===== config.mk =====
export PLATFORM = sky130hd
export DESIGN_NAME = evt_perf_mon
export DESIGN_NICKNAME = d
export VERILOG_FILES = /design/src/rtl/pmu_pkg.sv /design/src/rtl/pmu_ctrl_reg.sv /design/src/rtl/pmu_evt_sel.sv /design/src/rtl/pmu_counter.sv /design/src/rtl/evt_perf_mon.sv
export SDC_FILE = /design/constraint.sdc
export NUM_CORES = 1
export LEC_CHECK = 0
export BUFFER_PORTS_ARGS = -buffer_cell sky130_fd_sc_hd__buf_2
export CORE_MARGIN = 10
export CORE_UTILIZATION = 55
export CTS_BUF_LIST = sky130_fd_sc_hd__clkbuf_4
export CTS_CLUSTER_SIZE = 8
export DETAILED_ROUTE_END_ITERATION = 6
export HOLD_SLACK_MARGIN = 0.03
export PLACE_DENSITY = 0.85
export SYNTH_ARGS = -nofsm -noshare
export SYNTH_HDL_FRONTEND = slang
export SYNTH_HIERARCHICAL = 1
export SYNTH_SLANG_ARGS = --single-unit

===== constraint.sdc =====
create_clock -name clk -period 6.13 [get_ports clk]
set_clock_uncertainty 0.1 [all_clocks]
set_input_delay 1.226 -clock clk [delete_from_list [all_inputs] [get_ports clk]]
set_output_delay 1.226 -clock clk [all_outputs]
set_load 0.005 [all_outputs]

===== src/rtl/pmu_pkg.sv =====
package pmu_pkg;
  localparam int SEL_W = 6;
  localparam int NUM_EVT = 2 ** SEL_W;
  localparam logic [SEL_W-1:0] CODE_ELAPSED = 6'h23;
  localparam logic [15:0] CTRL_KEEP = 16'hC13F;
  localparam int BIT_EN = 15;
  localparam int BIT_ST = 14;
  localparam int BIT_CLR = 13;
  localparam int BIT_CLKF = 8;

  // Populated codes of the sparse event map.
  function automatic logic code_used(input logic [SEL_W-1:0] c);
    return (c >= 6'h01 && c <= 6'h0b) || (c >= 6'h0d && c <= 6'h1a) ||
           (c >= 6'h21 && c <= 6'h25) || (c >= 6'h27 && c <= 6'h29);
  endfunction
endpackage


===== src/rtl/pmu_ctrl_reg.sv =====
module pmu_ctrl_reg
  import pmu_pkg::*;
(
  input  logic        clk,
  input  logic        rst_n,
  input  logic        wr_en,
  input  logic [15:0] wdata,
  output logic [15:0] ctrl_q,
  output logic        clr_pulse
);
  always_ff @(posedge clk) begin
    if (!rst_n) ctrl_q <= '0;
    else if (wr_en) ctrl_q <= wdata & CTRL_KEEP;
  end

  // The clear request acts in the write cycle and is never stored.
  assign clr_pulse = wr_en & wdata[BIT_CLR];
endmodule


===== src/rtl/pmu_evt_sel.sv =====
module pmu_evt_sel
  import pmu_pkg::*;
(
  input  logic [SEL_W-1:0]   sel,
  input  logic               clkf,
  input  logic [NUM_EVT-1:0] evt_in,
  input  logic               cyc_tick,
  input  logic               slow_tick,
  output logic               hit
);
  always_comb begin
    if (!code_used(sel)) hit = 1'b0;
    else if (sel == CODE_ELAPSED) hit = clkf ? slow_tick : cyc_tick;
    else hit = evt_in[sel];
  end
endmodule


===== src/rtl/pmu_counter.sv =====
module pmu_counter #(
  parameter int CNT_W = 48
) (
  input  logic             clk,
  input  logic             rst_n,
  input  logic             clr,
  input  logic             run,
  input  logic             hit,
  output logic [CNT_W-1:0] count
);
  function automatic logic [CNT_W-1:0] cnt_next(input logic [CNT_W-1:0] c,
                                                input logic do_clr,
                                                input logic step);
    if (do_clr) return '0;
    if (step) return c + CNT_W'(1);
    return c;
  endfunction

  always_ff @(posedge clk) begin
    if (!rst_n) count <= '0;
    else count <= cnt_next(count, clr, run & hit);
  end
endmodule


===== src/rtl/evt_perf_mon.sv =====
module evt_perf_mon
  import pmu_pkg::*;
#(
  parameter int CNT_W = 48,
  parameter int LO_W  = 32
) (
  input  logic        clk,
  input  logic        rst_n,
  input  logic        bus_sel,
  input  logic        bus_wr,
  input  logic [2:0]  bus_addr,
  input  logic [15:0] bus_wdata,
  output logic [31:0] bus_rdata,
  input  logic [63:0] evt_in,
  input  logic        cyc_tick,
  input  logic        slow_tick
);
  localparam int NCH = 2;
  localparam int HI_W = CNT_W - LO_W;

  // Named internal events, used by the bound checker.
  logic [NCH-1:0]            ch_run;
  logic [NCH-1:0]            ch_hit;
  logic [NCH-1:0]            ch_clr;
  logic [NCH-1:0][SEL_W-1:0] ch_sel;
  logic [NCH-1:0][15:0]      ch_ctrl;
  logic [NCH-1:0][CNT_W-1:0] cnt_q;

  logic       rd_ch;
  logic [1:0] rd_word;
  assign rd_ch   = bus_addr[2];
  assign rd_word = bus_addr[1:0];

  for (genvar i = 0; i < NCH; i++) begin : g_ch
    logic wr_here;
    assign wr_here = bus_sel & bus_wr & (rd_word == 2'd0) & (rd_ch == 1'(i));

    pmu_ctrl_reg u_ctrl (
      .clk(clk), .rst_n(rst_n), .wr_en(wr_here), .wdata(bus_wdata),
      .ctrl_q(ch_ctrl[i]), .clr_pulse(ch_clr[i])
    );

    assign ch_sel[i] = ch_ctrl[i][SEL_W-1:0];
    assign ch_run[i] = ch_ctrl[i][BIT_EN] & ch_ctrl[i][BIT_ST];

    pmu_evt_sel u_sel (
      .sel(ch_sel[i]), .clkf(ch_ctrl[i][BIT_CLKF]), .evt_in(evt_in),
      .cyc_tick(cyc_tick), .slow_tick(slow_tick), .hit(ch_hit[i])
    );

    pmu_counter #(.CNT_W(CNT_W)) u_cnt (
      .clk(clk), .rst_n(rst_n), .clr(ch_clr[i]), .run(ch_run[i]),
      .hit(ch_hit[i]), .count(cnt_q[i])
    );
  end

  always_comb begin
    bus_rdata = '0;
    if (bus_sel && !bus_wr) begin
      case (rd_word)
        2'd0: bus_rdata = {16'h0, ch_ctrl[rd_ch]};
        2'd1: bus_rdata = 32'(cnt_q[rd_ch][CNT_W-1:LO_W]);
        2'd2: bus_rdata = 32'(cnt_q[rd_ch][LO_W-1:0]);
        default: bus_rdata = '0;
      endcase
    end
  end

  if (HI_W > 32 || LO_W > 32 || HI_W < 1) begin : g_bad_split
    initial $error("count split does not fit the 32-bit read port");
  end
endmodule


==> flow_summary.json, run 1 <==
{
  "drtIter0Drc": 740,
  "setup_viol": 0,
  "synth_area_mm2": 0.00764,
  "first_global_vias": 6624,
  "ys.flop_type": "dfxtp_1",
  "worstSetupPathType": "in -> out",
  "grt_overflow": 0,
  "synthTopCellsByArea": "dfxtp_1, mux4_2, mux2i_1, nor2_1, xor2_1",
  "synth-seq-cells": 114,
  "h-tree-depth": 4,
  "startpoint": "bus_addr[2]",
  "cp_slowest_stage_delay_ns": 0.64,
  "placed_cell_area_mm2": 0.00804,
  "core-area_mm2": 0.0137,
  "p_int_mw": 1.07,
  "grt_pass1_wl_um": 34600,
  "p_seq_share_pct": 51.3,
  "critical_path.startpoint_type": "input port",
  "hold_buffers": 0,
  "viasPerCell": 6.45,
  "rows": 43,
  "comb_power_share_pct": 7.8,
  "num_vias": 7161,
  "clock_path_buffers": 2,
  "dp_cells": 1079,
  "r2r-end": "g_ch[1].u_cnt/count[43]",
  "max-slew-margin-rel_pct": 30.8,
  "regToRegStartpoint": "g_ch[1].u_ctrl/ctrl_q[0]",
  "die_y_um": 138,
  "min_path_type": "reg -> reg",
  "fmax_ghz": 0.215,
  "tns_ns": 0,
  "ys_warn_count": 6,
  "hold_violations": 0,
  "dieArea_mm2": 0.0190,
  "clock_sinks": 114,
  "tightestPinTransition_ns": 1.03,
  "cp_common_cell": "buf_2",
  "r2r_slack_ns": 1.53,
  "io_pins": 121,
  "place_congestion": 0.929,
  "firstDrtPassIters": 5,
  "holdPathEnd": "g_ch[1].u_cnt/count[47]",
  "cts_resized": 0,
  "ir_drop_mv": 0.161,
  "fin_cells": 1111,
  "min_path_cells": 2,
  "status": "complete, no violations",
  "synth_area_per_cell_um2": 9.01,
  "slew_violations": 0,
  "grt_max_degree": 48,
  "critPathSlowestCell": "buf_2",
  "rsz0062_at_grt": "false",
  "swShare_pct": 26.2,
  "final_area_mm2": 0.00833,
  "synth_edf_count": 0,
  "dp_hpwl_um": 15800,
  "seq_area_frac_synth_pct": 29.9,
  "routed_wl_um": 22000,
  "antenna_found_initial": 0,
  "area_delta_synth_final_pct": 9.07,
  "cts_setup_buffers": 0,
  "synthCells": 848,
  "numCtsBuffers": 17,
  "p_sw_mw": 0.382,
  "die_w_um": 138,
  "crit_required_ns": 4.80,
  "ant_nets": 0,
  "cts_tree": "yes",
  "hp-start": "g_ch[1].u_cnt/count[47]",
  "drc_errors": 0,
  "fin_crit_ns": 4.65,
  "p_per_area_mw_per_mm2": 175,
  "cts-root-buf": "clkbuf_4",
  "numPortBuffers": 98,
  "synth.most_common_cell": "dfxtp_1",
  "cap_violations": 0,
  "power_frac_clock_pct": 40.8,
  "nNetsFinal": 1009,
  "post-route-period-util_pct": 75.8,
  "arrival_ns": 3.32,
  "synth_cell_types": 54,
  "drive_above_1_share_pct": 21.3,
  "track_usage_pct": 22.8,
  "n_antenna_cell": 0,
  "reg2reg_depth": 9,
  "p_leak_nw": 2.82,
  "ys_top_cells_by_count": "dfxtp_1, nor2_1, nand2_1",
  "drt-wirelength-per-cell_um": 19.8,
  "start_util_pct": 55.7,
  "path_cells": "buf_2, buf_4, mux4_2, a22oi_2, nor2_1, buf_2",
  "yosysTopAreaCell": "dfxtp_1",
  "crit_fanout": 33,
  "clk_latency_ns": 0.54,
  "synth-async-reset-ratio_pct": 0,
  "clk_pin_slew_ns": 0.11,
  "yosysTopAreaCellShare_pct": 29.9,
  "critPathCaptureType": "output pin"
}
[routing by layer]
layer | GRT usage, % | vias up | share of wire (%)
li1 | - | 3326 | -
met1 | 28.1 | 3371 | 40
met2 | 37.7 | 412 | 48
met3 | 6.16 | 52 | 10
met4 | 7.59 | 0 | 2.3
met5 | 0 | - | 0
[per-stage QoR]
| step | setup slack (ns) | power [mW] | hold slack [ns] | utilization [%] |
|---|---|---|---|---|
| after detailed placement | 1.44 | 0.875 | 0.368 | 58.6 |
| after CTS | 1.50 | 1.46 | 0.379 | 60.7 |
| final | 1.48 | 1.46 | 0.387 | 60.7 |
| after floorplan | 2.30 | 0.844 | 0.339 | - |
| after global routing | 1.26 | 1.50 | 0.414 | 60.7 |
| after global placement | 1.48 | 0.872 | 0.353 | 58.6 |
[state kept, by name, indices dropped and copies added (netlist names)]
register            flops
g_ch.u_cnt/count       96
g_ch.u_ctrl/ctrl_q     18
[power groups by stage]
stage	combinational, mW	sequential [mW]	clock [mW]
after CTS	0.112	0.747	0.602
final	0.114	0.747	0.594
after floorplan	0.0838	0.760	0
after global routing	0.123	0.748	0.631
after detailed placement	0.112	0.764	0
after global placement	0.108	0.764	0
[worst max-delay path by stage]
stage	slack [ns]	to
CTS	1.50	bus_rdata[7]
floorplan	2.30	g_ch[1].u_cnt/count[40]
global placement	1.48	g_ch[1].u_cnt/count[43]
finish	1.48	bus_rdata[7]
detailed placement	1.44	g_ch[1].u_cnt/count[43]
global route	1.26	g_ch[0].u_cnt/count[44]
[kinds of logic after synthesis]
| kind of cell | Yosys count | synth area share (%) |
|---|---|---|
| DFF | 114 | 29.9 |
| adders and majority gates | 2 | 0.327 |
| muxes | 103 | 20.2 |
| xor gates and xnor gates | 44 | 5.04 |
| AOI/OAI and AO/OA | 136 | 11.9 |
| buffers and inverters | 77 | 5.91 |
| other | 2 | 0.0983 |
| and+or+nand+nor | 370 | 26.6 |
[cell type report]
class                   instances  area, um^2
repair buffers                104         536
well taps                     180         225
clock buffers                  17         128
multi-input cells             669        4950
inverters                      12        45.0
clock inverters                15         166
flip-flops and latches        114        2280
fillers                      1158        5390
[critical path: cells and delay by family]
kind / cells / cell delay, ns
multiplexers: 1 / 0.60
AND/OR/NAND/NOR: 1 / 0.06
AO/OA/AOI/OAI: 1 / 0.18
buffers and inverters: 3 / 1.23
[cell usage in the layout, fill, tap and decap left out, types with 22 or more instances in the layout]
cell       n
dfxtp_1  114
a21oi_1   51
mux4_2    26
nand4_1   40
nand2_1   56
xor2_1    33
nor2_1    90
buf_2     98
mux2i_1   47
or3_1     24
or4_1     29
nor2b_1   30
o21ai_0   23
o31ai_1   22
nand3_1   30
(Power assumes the default switching activity.)
==> run 2, diff against run 1 <==
--- a/config.mk
+++ b/config.mk
@@ -5,6 +5,7 @@
 export SDC_FILE = /design/constraint.sdc
 export NUM_CORES = 1
 export LEC_CHECK = 0
+export ABC_AREA = 1
 export BUFFER_PORTS_ARGS = -buffer_cell sky130_fd_sc_hd__buf_2
 export CORE_MARGIN = 10
 export CORE_UTILIZATION = 55
@@ -12,7 +13,7 @@
 export CTS_CLUSTER_SIZE = 8
 export DETAILED_ROUTE_END_ITERATION = 6
 export HOLD_SLACK_MARGIN = 0.03
-export PLACE_DENSITY = 0.85
+export PLACE_DENSITY = 0.83
 export SYNTH_ARGS = -nofsm -noshare
 export SYNTH_HDL_FRONTEND = slang
 export SYNTH_HIERARCHICAL = 1
==> constraint.sdc (replaced) <==
create_clock -name clk -period 4.8 [get_ports clk]
set_clock_uncertainty 0.1 [all_clocks]
set_input_delay 0.96 -clock clk [delete_from_list [all_inputs] [get_ports clk]]
set_output_delay 0.96 -clock clk [all_outputs]
set_load 0.005 [all_outputs]
==> flow_summary.json, run 2 <==
{
  "track_usage_pct": 24.8,
  "synth_cell_types": 38,
  "place_congestion": 0.956,
  "crit_required_ns": 5.15,
  "cap_violations": 0,
  "post-route-period-util_pct": 83.0,
  "area_delta_synth_final_pct": 8.74,
  "seq_area_frac_synth_pct": 23.2,
  "synth_top_family_by_area": "simple AND/OR/NAND/NOR gates",
  "die_y_um": 154,
  "drc_errors": 0,
  "critPathCaptureType": "register",
  "max-slew-margin-rel_pct": 34.1,
  "yosysTopAreaCell": "nand2_1",
  "cts_setup_buffers": 0,
  "die_w_um": 154,
  "ys_top_cells_by_count": "nand2_1, inv_1, nor2_1",
  "fillers": 1780,
  "dp_hpwl_um": 23500,
  "synth_edf_count": 0,
  "synth-async-reset-ratio_pct": 0,
  "clock_sinks": 114,
  "antenna_found_initial": 1,
  "synth_simple_gate_area_share_pct": 53.0,
  "min_path_type": "reg -> reg",
  "grt_max_degree": 66,
  "rows": 48,
  "num_vias": 11300,
  "grt_overflow": 0,
  "dieArea_mm2": 0.0236,
  "synth.most_common_cell": "nand2_1",
  "nNetsFinal": 2021,
  "numPortBuffers": 114,
  "fmax_ghz": 0.251,
  "numCtsBuffers": 17,
  "setup_viol": 0,
  "fin_cells": 2169,
  "p_leak_nw": 5.00,
  "start_util_pct": 56.4,
  "status": "complete, no violations",
  "h-tree-depth": 4,
  "largest_reg_flops": 96,
  "synth_adder_area_share_pct": 0.255,
  "final_cell_mix": "nand2_1, inv_1, nor2_1",
  "ir_drop_mv": 0.177,
  "synth_area_mm2": 0.00982,
  "synth-seq-cells": 114,
  "tns_ns": 0,
  "clk_pin_slew_ns": 0.12,
  "drive_above_1_share_pct": 11.1,
  "worstSetupPathType": "reg -> reg",
  "routed_wl_um": 30400,
  "clk_latency_ns": 0.56,
  "fin_crit_ns": 3.99,
  "grt_pass1_wl_um": 49400,
  "synthTopCellsByArea": "nand2_1, dfxtp_1, inv_1, nor2_1, nand3_1",
  "io_pins": 121,
  "viasPerCell": 5.22,
  "crit_fanout": 23,
  "clock_path_buffers": 2,
  "synth_xor_area_share_pct": 0,
  "cts-root-buf": "clkbuf_4",
  "first_global_vias": 10300,
  "core-area_mm2": 0.0174,
  "hold_violations": 0,
  "hold_buffers": 0,
  "cts_tree": "yes",
  "rsz0062_at_grt": "false",
  "yosysTopAreaCellShare_pct": 25.2,
  "drtIter0Drc": 1358,
  "ys.flop_type": "dfxtp_1",
  "synth_mux_area_share_pct": 0.229,
  "critical_path.startpoint_type": "register",
  "dp_cells": 2136,
  "arrival_ns": 4.34,
  "synthCells": 1837,
  "layout_commonest_cell": "nand2_1",
  "firstDrtPassIters": 6,
  "ys_warn_count": 6,
  "cts_resized": 0,
  "top_regs": "g_ch.u_cnt/count: 96 flops, g_ch.u_ctrl/ctrl_q: 18 flops",
  "ant_nets": 0,
  "slew_violations": 0,
  "synth_area_per_cell_um2": 5.35,
  "tightestPinTransition_ns": 0.984,
  "p_per_area_mw_per_mm2": 184,
  "top_register": "g_ch.u_cnt/count",
  "synth_compound_area_share_pct": 7.13,
  "drt-wirelength-per-cell_um": 14.0
}
-- run 2: cell count changes after synthesis, sizes merged, moves of 33 or more --
cell | previous run | this run
mux2i | 47 | 0
inv | 12 | 300
mux4 | 36 | 0
nor2 | 90 | 318
nand3 | 30 | 183
xor2 | 33 | 0
nand2 | 56 | 675
-- run 2: worst paths after layout --
| path | from | to | slack [ns] | depth (start not counted) |
|---|---|---|---|---|
| setup / recovery | g_ch[1].u_ctrl/ctrl_q[1] | g_ch[1].u_cnt/count[38] | 0.81 | 17 |
| hold / removal | g_ch[1].u_ctrl/ctrl_q[14] | g_ch[1].u_ctrl/ctrl_q[14] | 0.40 | 2 |
| setup reg to reg | g_ch[1].u_ctrl/ctrl_q[1] | g_ch[1].u_cnt/count[38] | 0.81 | 17 |
| hold reg to reg | g_ch[1].u_ctrl/ctrl_q[14] | g_ch[1].u_ctrl/ctrl_q[14] | 0.40 | 2 |
-- run 2: metrics by stage --
stage          setup WS [ns]  utilization (%)  instance area [um^2]  hold WS, ns  total power, mW
2_1_floorplan           2.07                -                  9870        0.355             1.15
3_3_place_gp            1.04             59.6                 10400        0.381             1.21
3_5_place_dp            1.01             59.6                 10400        0.388             1.22
4_1_cts                0.963             61.3                 10700        0.401             1.97
5_1_grt                0.493             61.3                 10700        0.430             2.05
6_report               0.814             61.3                 10700        0.401             1.96
-- run 2: logic make-up (layout without fill, tap and decap cells) --
kind of cell,Yosys count,after routing
AO/OA/AOI/OAI,130,130
adder cells (fa/ha/maj),2,2
buffers and inverters,367,461
flip-flops,114,114
multiplexers,2,2
other,2,15
AND/OR/NAND/NOR,1220,1220
-- run 2: worst max-delay path: stages (launching register included) --
cell and delay, ns:
dfxtp_1 0.97, nor2_1 0.49, nand2_1 0.16, nand3_1 0.10, nand2_1 0.07, nand2_1 0.06
nor2_1 0.17, nor2_1 0.06, nor2_1 0.11, nand2_1 0.07, a21oi_1 0.28, nand2_2 0.24
clkinv_1 0.27, nand2_1 0.10, nor2_2 0.35, nand3_1 0.12, nand2_1 0.09, nor2_1 0.04
-- run 2: final cells by class --
type	count	area (um^2)	area share, %
antenna	1	2.50	0.0234
clock buffer	18	135	1.27
clock inverter	14	164	1.53
inverter	302	1130	10.6
multi-input combinational	1368	6010	56.3
sequential	114	2280	21.4
tap	225	282	2.64
timing repair buffer	127	668	6.26
-- run 2: report_power, final --
part	switching, mW	internal [mW]	leakage, nW
Sequential	0.00760	0.949	0.918
Combinational	0.156	0.0888	3.93
Clock	0.399	0.363	0.151
Total	0.563	1.40	5.00
-- run 2: metal layers --
metal | track usage [%] | vias up | share of wire, %
met5 | 0 | - | 0
met4 | 7.60 | 0 | 2.3
met3 | 4.83 | 55 | 9.5
met2 | 39.5 | 534 | 45
met1 | 33.1 | 4965 | 43
li1 | - | 5779 | -
==> run 3, diff against run 2 <==
--- a/config.mk
+++ b/config.mk
@@ -5,15 +5,15 @@
 export SDC_FILE = /design/constraint.sdc
 export NUM_CORES = 1
 export LEC_CHECK = 0
-export ABC_AREA = 1
+export ABC_AREA = 0
 export BUFFER_PORTS_ARGS = -buffer_cell sky130_fd_sc_hd__buf_2
 export CORE_MARGIN = 10
-export CORE_UTILIZATION = 55
+export CORE_UTILIZATION = 54
 export CTS_BUF_LIST = sky130_fd_sc_hd__clkbuf_4
 export CTS_CLUSTER_SIZE = 8
 export DETAILED_ROUTE_END_ITERATION = 6
 export HOLD_SLACK_MARGIN = 0.03
-export PLACE_DENSITY = 0.83
+export PLACE_DENSITY = 0.87
 export SYNTH_ARGS = -nofsm -noshare
 export SYNTH_HDL_FRONTEND = slang
 export SYNTH_HIERARCHICAL = 1
==> constraint.sdc (replaced) <==
create_clock -name clk -period 3.6 [get_ports clk]
set_clock_uncertainty 0.1 [all_clocks]
set_input_delay 0.72 -clock clk [delete_from_list [all_inputs] [get_ports clk]]
set_output_delay 0.72 -clock clk [all_outputs]
set_load 0.005 [all_outputs]
==> flow_summary.json, run 3 (synthesis results as in run 1) <==
{
  "crit_fanout": 22,
  "die_y_um": 139,
  "max-slew-margin-rel_pct": 40.6,
  "clock_sinks": 114,
  "first_global_vias": 6943,
  "hold_violations": 0,
  "start_util_pct": 55.0,
  "firstDrtPassIters": 5,
  "antenna_found_initial": 0,
  "top_regs": "g_ch.u_cnt/count: 96 flops, g_ch.u_ctrl/ctrl_q: 18 flops",
  "final_cell_mix": "dfxtp_1, buf_2, nor2_1",
  "die_w_um": 139,
  "viasPerCell": 6.42,
  "clk_latency_ns": 0.54,
  "grt_overflow": 0,
  "min_path_type": "in -> reg",
  "grt_pass1_wl_um": 35400,
  "place_congestion": 0.971,
  "drive_above_1_share_pct": 24.3,
  "routed_wl_um": 22200,
  "clock_path_buffers": 2,
  "fin_crit_ns": 3.38,
  "largest_reg_flops": 96,
  "cts_tree": "yes",
  "numPortBuffers": 98,
  "num_vias": 7338,
  "core-area_mm2": 0.0139,
  "drtIter0Drc": 901,
  "hold_slack_ns": 0.362,
  "fmax_ghz": 0.296,
  "h-tree-depth": 4,
  "clk_pin_slew_ns": 0.11,
  "crit_required_ns": 3.96,
  "ant_nets": 0,
  "nNetsFinal": 1040,
  "rsz0062_at_grt": "false",
  "top_register": "g_ch.u_cnt/count",
  "layout_commonest_cell": "dfxtp_1",
  "cap_violations": 0,
  "status": "complete, no violations",
  "io_pins": 121,
  "setup_viol": 0,
  "post-route-util_pct": 62.0,
  "dp_hpwl_um": 16400,
  "dieArea_mm2": 0.0193,
  "arrival_ns": 3.75,
  "grt_max_degree": 51,
  "track_usage_pct": 22.0,
  "rows": 43,
  "worstSetupPathType": "reg -> reg",
  "critPathCaptureType": "register",
  "cts-root-buf": "clkbuf_4",
  "critical_path.startpoint_type": "register",
  "numCtsBuffers": 17,
  "drt-wirelength-per-cell_um": 19.4,
  "drc_errors": 0,
  "p_leak_nw": 2.98,
  "ir_drop_mv": 0.222,
  "p_per_area_mw_per_mm2": 289,
  "post-route-period-util_pct": 93.9,
  "slew_violations": 0,
  "area_delta_synth_final_pct": 12.6,
  "tightestPinTransition_ns": 0.888
}
## run 3: cell types whose count changed in the layout (fill, tap and decap cells not counted), sizes merged, moves of 33 or more
cell and delta:
mux4 +36, nand3 -153, nor2 -228, inv -287, xor2 +33, mux2i +47, nand2 -619
## run 3: final timing paths
check | startpoint | end | slack (ns) | cells after the start
max | g_ch[1].u_ctrl/ctrl_q[0] | g_ch[1].u_cnt/count[37] | 0.22 | 12
min | bus_wdata[2] | g_ch[1].u_ctrl/ctrl_q[2] | 0.36 | 3
max reg2reg | g_ch[1].u_ctrl/ctrl_q[0] | g_ch[1].u_cnt/count[37] | 0.22 | 12
min reg2reg | g_ch[1].u_cnt/count[47] | g_ch[1].u_cnt/count[47] | 0.40 | 2
## run 3: power breakdown
| part | internal, mW | total, mW | switching [mW] |
|---|---|---|---|
| sequential | 1.26 | 1.27 | 0.00626 |
| combinational | 0.0962 | 0.203 | 0.107 |
| clock | 0.486 | 1.01 | 0.526 |
| total | 1.84 | 2.48 | 0.639 |
## run 3: metal layers
layer / vias to the layer above / routed length [um] / track usage [%] / share of wire, %
li1: 3392 / - / - / -
met1: 3466 / 8920 / 27.6 / 40
met2: 427 / 10600 / 36.0 / 48
met3: 53 / 2020 / 5.21 / 9.1
met4: 0 / 607 / 7.74 / 2.7
met5: - / 0 / 0 / 0
## run 3: final cells by class
| type | count | area (um^2) |
|---|---|---|
| fill | 1149 | 5280 |
| multi-input combinational | 669 | 4950 |
| sequential | 114 | 2290 |
| timing repair buffer | 135 | 793 |
| tap | 180 | 225 |
| clock inverter | 14 | 164 |
| clock buffer | 18 | 135 |
| inverter | 12 | 45.0 |
| antenna | 1 | 2.50 |
## run 3: per-stage QoR
step	TNS [ns]	cells	instance area, um^2	setup WS, ns	power [mW]
finish	0	1143	8610	0.218	2.48
global route	0	1142	8600	0.0447	2.56
detailed placement	-0.0220	1110	8300	-0.0220	1.50
global placement	0	1110	8300	0.0408	1.49
CTS	0	1142	8600	0.157	2.49
floorplan	0	860	7680	0.276	1.44
## run 3: repair_timing
action	CTS	global route
cloned	0	0
buffers inserted	0	0
setup endpoints to repair	1	10
hold buffers	0	0
gates resized for setup	1	4
endpoints found under the hold margin	0	0
## run 3: critical path, cell delays in order, from the launching register on
cell and delay, ns:
dfxtp_4 0.41, buf_4 0.21, mux4_2 0.36, o21ai_0 0.09, a21oi_1 0.14, nor4_1 0.07, nor3_1 0.21, buf_4 0.17
nand4_1 0.08, or4_1 0.55, buf_4 0.24, or4_1 0.52, a21oi_1 0.15
